### src/rtl/audio_clk_pkg.sv
// Shared definitions for the audio bit/frame clock divider.
// Assumes frame ratios are fixed at 32, 64 and 128 bit clocks.
package audio_clk_pkg;

    typedef enum logic [1:0] {
        FRM_KEEP = 2'b00,
        FRM_32   = 2'b01,
        FRM_64   = 2'b10,
        FRM_128  = 2'b11
    } frame_code_e;

    localparam int unsigned MAX_FRAME_RATIO = 128;

    // Number of bit-clock falling edges in one half of a frame.
    function automatic int unsigned half_frame_edges(input logic [1:0] code);
        case (code)
            FRM_32:  half_frame_edges = 16;
            FRM_64:  half_frame_edges = 32;
            FRM_128: half_frame_edges = 64;
            default: half_frame_edges = 32;
        endcase
    endfunction

endpackage

### src/rtl/clk_ratio_hold.sv
// Holds the divider settings that are in force.
// Loads from the inputs while disabled, and at a frame rising boundary
// while running. A zero frame code never replaces the held frame ratio.
module clk_ratio_hold (
    input  logic       clk,
    input  logic       rst_n,
    input  logic       en,
    input  logic       boundary,
    input  logic       div4_in,
    input  logic [1:0] fsel_in,
    output logic       div4_act,
    output logic [1:0] fsel_act
);
    import audio_clk_pkg::*;

    logic load;
    assign load = !en || boundary;

    // Capture the settings at a legal load point.
    always_ff @(posedge clk) begin
        if (!rst_n) begin
            div4_act <= 1'b0;
            fsel_act <= FRM_64;
        end else if (load) begin
            div4_act <= div4_in;
            if (fsel_in != FRM_KEEP) fsel_act <= fsel_in;
        end
    end

    // the frame ratio held is always one of the three legal codes.
    assert_legal_ratio_R6: assert property (@(posedge clk) disable iff (!rst_n)
        fsel_act != FRM_KEEP);

    // while running, held settings move only at a frame boundary.
    assert_hold_mid_frame_R7: assert property (@(posedge clk) disable iff (!rst_n)
        (en && !boundary) |=> ($stable(div4_act) && $stable(fsel_act)));

endmodule

### src/rtl/bit_clock_gen.sv
// Divides the master clock by 2 or 4 into a 50% bit clock, with
// registered edge strobes. Exposes the upcoming falling edge as a
// combinational pulse for the frame counter.
// Assumes div4 changes only when a bit-clock edge is produced.
module bit_clock_gen #(
    parameter int PRE_W = 1
) (
    input  logic clk,
    input  logic rst_n,
    input  logic en,
    input  logic div4,
    output logic sclk,
    output logic sclk_rise,
    output logic sclk_fall,
    output logic fall_next
);
    logic [PRE_W-1:0] phase_q;
    logic             tick;

    assign tick      = div4 ? (phase_q == PRE_W'(1)) : 1'b1;
    assign fall_next = en && tick && sclk;

    // Advance the prescaler phase.
    always_ff @(posedge clk) begin
        if (!rst_n || !en)   phase_q <= '0;
        else if (tick)       phase_q <= '0;
        else                 phase_q <= phase_q + PRE_W'(1);
    end

    // Toggle the bit clock and raise the matching strobe.
    always_ff @(posedge clk) begin
        if (!rst_n || !en) begin
            sclk      <= 1'b0;
            sclk_rise <= 1'b0;
            sclk_fall <= 1'b0;
        end else begin
            sclk_rise <= tick && !sclk;
            sclk_fall <= tick && sclk;
            if (tick) sclk <= !sclk;
        end
    end

    // strobes are exclusive.
    assert_strobe_excl_R5: assert property (@(posedge clk) disable iff (!rst_n)
        !(sclk_rise && sclk_fall));

    // a rise strobe marks a real 0-to-1 step of the bit clock.
    assert_rise_edge_R5: assert property (@(posedge clk) disable iff (!rst_n)
        $rose(sclk_rise) |-> (sclk && !$past(sclk)));

    // disabled means the bit clock is low at the next edge.
    assert_idle_low_R8: assert property (@(posedge clk) disable iff (!rst_n)
        !en |=> (!sclk && !sclk_rise && !sclk_fall));

endmodule

### src/rtl/frame_clock_gen.sv
// Counts bit-clock falling edges and toggles the frame clock every
// half frame. Flags the falling edge that will raise the frame clock,
// which is the only point where new settings may load.
module frame_clock_gen #(
    parameter int CNT_W = 6
) (
    input  logic       clk,
    input  logic       rst_n,
    input  logic       en,
    input  logic       fall_next,
    input  logic [1:0] fsel,
    output logic       lrclk,
    output logic       boundary
);
    import audio_clk_pkg::*;

    logic [CNT_W-1:0] cnt_q;
    logic [CNT_W:0]   half_v;
    logic             terminal;

    assign half_v   = (CNT_W+1)'(half_frame_edges(fsel));
    assign terminal = ({1'b0, cnt_q} == (half_v - (CNT_W+1)'(1)));
    assign boundary = fall_next && terminal && !lrclk;

    // Count falling edges within the half frame.
    always_ff @(posedge clk) begin
        if (!rst_n || !en)        cnt_q <= '0;
        else if (fall_next)       cnt_q <= terminal ? '0 : cnt_q + CNT_W'(1);
    end

    // Toggle the frame clock at the end of each half frame.
    always_ff @(posedge clk) begin
        if (!rst_n || !en)                lrclk <= 1'b0;
        else if (fall_next && terminal)   lrclk <= !lrclk;
    end

    // the edge counter never passes the half-frame length.
    assert_cnt_in_range_R3: assert property (@(posedge clk) disable iff (!rst_n)
        ({1'b0, cnt_q} < half_v));

    // disabled means the frame clock is low at the next edge.
    assert_lr_idle_R8: assert property (@(posedge clk) disable iff (!rst_n)
        !en |=> !lrclk);

endmodule

### src/rtl/audio_clk_divider.sv
// Top level: bit clock at master/2 or master/4, frame clock at
// 32/64/128 bit clocks, one shared enable, settings applied at the
// frame rising boundary. The master clock is the block clock.
module audio_clk_divider #(
    parameter int MAX_RATIO = 128
) (
    input  logic       clk,
    input  logic       rst_n,
    input  logic       en,
    input  logic       bclk_div4,
    input  logic [1:0] frame_sel,
    output logic       sclk,
    output logic       lrclk,
    output logic       sclk_rise,
    output logic       sclk_fall
);
    localparam int CNT_W = $clog2(MAX_RATIO / 2);
    localparam int PRE_W = 1;

    logic       div4_act;
    logic [1:0] fsel_act;
    logic       fall_next;
    logic       boundary;

    clk_ratio_hold u_hold (
        .clk      (clk),
        .rst_n    (rst_n),
        .en       (en),
        .boundary (boundary),
        .div4_in  (bclk_div4),
        .fsel_in  (frame_sel),
        .div4_act (div4_act),
        .fsel_act (fsel_act)
    );

    bit_clock_gen #(.PRE_W(PRE_W)) u_bit (
        .clk       (clk),
        .rst_n     (rst_n),
        .en        (en),
        .div4      (div4_act),
        .sclk      (sclk),
        .sclk_rise (sclk_rise),
        .sclk_fall (sclk_fall),
        .fall_next (fall_next)
    );

    frame_clock_gen #(.CNT_W(CNT_W)) u_frame (
        .clk       (clk),
        .rst_n     (rst_n),
        .en        (en),
        .fall_next (fall_next),
        .fsel      (fsel_act),
        .lrclk     (lrclk),
        .boundary  (boundary)
    );

    // while running, the frame clock moves only with a bit-clock fall.
    assert_lr_on_fall_R4: assert property (@(posedge clk) disable iff (!rst_n)
        ($past(en) && (lrclk != $past(lrclk))) |-> sclk_fall);

endmodule

### config.mk
export PLATFORM = sky130hd
export DESIGN_NAME = audio_clk_divider
export DESIGN_NICKNAME = d
export VERILOG_FILES = /design/src/rtl/audio_clk_pkg.sv /design/src/rtl/clk_ratio_hold.sv /design/src/rtl/bit_clock_gen.sv /design/src/rtl/frame_clock_gen.sv /design/src/rtl/audio_clk_divider.sv
export SDC_FILE = /design/constraint.sdc
export NUM_CORES = 1
export LEC_CHECK = 0
export BUFFER_PORTS_ARGS = -buffer_cell sky130_fd_sc_hd__buf_4
export CAP_MARGIN = 20
export CORE_MARGIN = 3
export CORE_UTILIZATION = 46
export CTS_CLUSTER_SIZE = 24
export DETAILED_ROUTE_END_ITERATION = 8
export PLACE_DENSITY = 0.7
export SYNTH_ARGS = -nofsm -noshare
export SYNTH_HDL_FRONTEND = slang
export SYNTH_SLANG_ARGS = --single-unit
export TNS_END_PERCENT = 5
### constraint.sdc
create_clock -name clk -period 1.65 [get_ports clk]
set_input_delay 0.2475 -clock clk [delete_from_list [all_inputs] [get_ports clk]]
set_output_delay 0.2475 -clock clk [all_outputs]
set_load 0.03 [all_outputs]
==> flow_summary.toml <==
[synthesis]
synth.top_cell.area_share = 0.461
yosys_most_used_dff = "dfxtp_1"
yosys-top-cells-area = "dfxtp_1 46%, nor2_1 6.8%, xnor2_1 5.8%"
syn_nets = 75
avgSynthCellArea_um2 = 8.94
synth_cells = 68
yosysMostFrequentCell = "dfxtp_1"
yosysSeqAreaShare = 0.461
syn_area_um2 = 608
synth_edf_count = 0
ys_types = 28
synth_top_cell_by_area = "dfxtp_1"
synthTopCellsByCount = "14 x dfxtp_1, 11 x nor2_1, 6 x nand2_1, 4 x xnor2_1"
synthArstFlopShare = 0
ys_warn_count = 0
ys_seq_elements = 14

[min_path]
hold_path.class = "in2reg"
worstHoldPathCells = 2
hp-start = "rst_n"
min_to = "u_hold.fsel_act[1]$_SDFFE_PN1P_"

[routing]
drt-initial-drc-count = 18
viasPerCell = 5.53
ant_nets = 0
dr_total_vias = 536
routedWlPerCell_um = 12.7
totalWireLength_mm = 1.23
drc = 0
drt_pass1_iterations = 4

[power]
irDropWorstVdd_mv = 0.438
leakagePower_nw = 0.290
finalPower_uw = 675
p_per_area_mw_per_mm2 = 896

[floorplanning]
die_y_um = 42.4
row_count = 12
io_pins = 10
die_w_um = 42.4
start_util = 0.519
die-area_mm2 = 0.00179
core_area_mm2 = 0.00117

[worst_setup_path]
end_kind = "flop"
crit_required_ns = 1.86
cp_cell_sequence = "ha_1, nand3_1, or3_4, o31a_1, o221ai_1"
crit_arrival_ns = 1.78
reg2reg_depth = 5
slowest_stage = "or3_4"
regToRegSetupSlack_ns = 0.08
r2r_start = "u_frame.cnt_q[0]$_SDFFE_PP0N_"
crit_path_max_incr_delay_ns = 0.38
cp_max_fo = 7
start_kind = "flop"
rr_endpoint = "u_hold.fsel_act[1]$_SDFFE_PN1P_"
path_class = "reg2reg"

[clock_tree]
clockRootBuffer = "clkbuf_4"
post-cts-setup-buffers = 0
worstSkewPairLatency_ns = 0.28
h-tree-depth = 1
cts_tree = "built"
path_clk_slew_ns = 0.09
cts.sinks = 14
numCtsBuffers = 3
clock_path_buffers = 2

[place]
io_buffers = 9
dpl-instance-area_um2 = 712
dpl.hpwl_um = 903
routabilityCongestion = 0.796

[sta]
finalCritPeriodShare = 0.950
max-slew-margin-rel = 0.726
min_period_ns = 1.57
rsz0062_at_grt = "no"
worst_pin_slew_ns = 0.411
finalSetupViolations = 0
fmax_ghz = 0.638
slew_violations = 0
setup_tns_ns = 0
finClkSkew_ns = 0.00392
finalHoldViolations = 0

[layout]
nets = 91
area_delta_synth_final_pct = 23.9
nFillCells = 99
finish.instance_area_um2 = 753
multi_input_area_um2 = 320
final_util = 0.643
seq_area_um2 = 282
drive_gt1_frac = 0.253
insertedDiodeCount = 0

[global_routing]
grt_first_pass_wirelength_mm = 2.21
grt_util_all_layers = 0.165
grt-ovfl-total = 0
grt_max_degree = 9
grt_pass1_vias = 515
antenna_found_initial = 0

[status]
status = "finished, final reports clean"

[flow_run]
drv_cap = 0
==> worst max-delay path by stage <==
| stage | from | endpoint | slack (ns) | cells past startpoint |
|---|---|---|---|---|
| 2_1_floorplan | u_bit.sclk$_SDFFE_PP0N_ | u_hold.fsel_act[1]$_SDFFE_PN1P_ | 0.11 | 5 |
| 3_3_place_gp | u_frame.cnt_q[0]$_SDFFE_PP0N_ | u_hold.fsel_act[1]$_SDFFE_PN1P_ | 0.11 | 5 |
| 3_5_place_dp | u_frame.cnt_q[0]$_SDFFE_PP0N_ | u_hold.fsel_act[1]$_SDFFE_PN1P_ | 0.06 | 5 |
| 4_1_cts | u_frame.cnt_q[0]$_SDFFE_PP0N_ | u_hold.fsel_act[1]$_SDFFE_PN1P_ | 0.02 | 5 |
| 5_1_grt | u_frame.cnt_q[0]$_SDFFE_PP0N_ | u_hold.fsel_act[1]$_SDFFE_PN1P_ | 0.001 | 5 |
| 6_report | u_frame.cnt_q[0]$_SDFFE_PP0N_ | u_hold.fsel_act[1]$_SDFFE_PN1P_ | 0.08 | 5 |
==> placed cells by master (no fill, tap or decap), drive strengths merged <==
cell and n:
a21oi 1, dfxtp 14, nor4b 1, inv 2
o21bai 1, o21ai 2, ha 1, o221ai 1
o31a 1, nor4 3, nand3 2, clkbuf 4
nor2b 1, mux2i 1, buf 12, nand2b 1
and2 2, nor3 3, and4 1, a211oi 1
or3 2, nand2 7, nor2 11, nor3b 1
xnor2 4, xor2 1, o32ai 2
==> logic make-up after synthesis <==
family	Yosys count	share of synthesized area
and+or+nand+nor	35	0.294
adders and majority gates	1	0.0206
DFF	14	0.461
buffers and inverters	3	0.0206
xor gates and xnor gates	5	0.0720
muxes	1	0.0165
AOI/OAI and AO/OA	9	0.115
==> power by group <==
part | total, mW | switching [mW] | internal, mW
logic | 0.0689 | 0.0373 | 0.0317
clock network | 0.250 | 0.116 | 0.134
registers | 0.356 | 0.00740 | 0.348
==> per-layer routing <==
metal,routed length [um],GRT usage,vias to the layer above
met2,572,0.249,16
met3,51,0.0687,4
met1,579,0.189,246
met5,0,0,-
li1,-,-,270
met4,27,0.106,0
==> timing repair <==
item,in CTS,in global routing
gates resized for setup,0,1
hold buffers,0,0
setup endpoints to repair,0,9
==> critical path: cells and delay by family, from the launching register on <==
family / cells / cell delay (ns)
simple gates: 2 / 0.47
compound gates: 2 / 0.47
fa+ha+maj: 1 / 0.18
flops: 1 / 0.37
==> registers in the layout (all words and copies together), names as in the netlist <==
name,cells
u_bit.sclk_rise,1
u_hold.div4_act,1
u_bit.phase_q,1
u_bit.sclk,1
u_frame.lrclk,1
u_bit.sclk_fall,1
u_frame.cnt_q,6
u_hold.fsel_act,2
==> metrics by stage <==
stage,hold WS (ns),cells,setup slack (ns)
2_1_floorplan,0.326,68,0.111
3_3_place_gp,0.456,93,0.108
3_5_place_dp,0.458,93,0.0600
4_1_cts,0.185,97,0.0187
5_1_grt,0.182,97,0.000981
6_report,0.192,97,0.0826
==> final cells by class <==
class | count | area share
Sequential cell | 14 | 0.374
Clock buffer | 4 | 0.0482
Timing Repair Buffer | 12 | 0.120
Inverter | 2 | 0.00997
Multi-Input combinational cell | 51 | 0.425
Tap cell | 14 | 0.0233
Power figures use the tool's default switching activity.
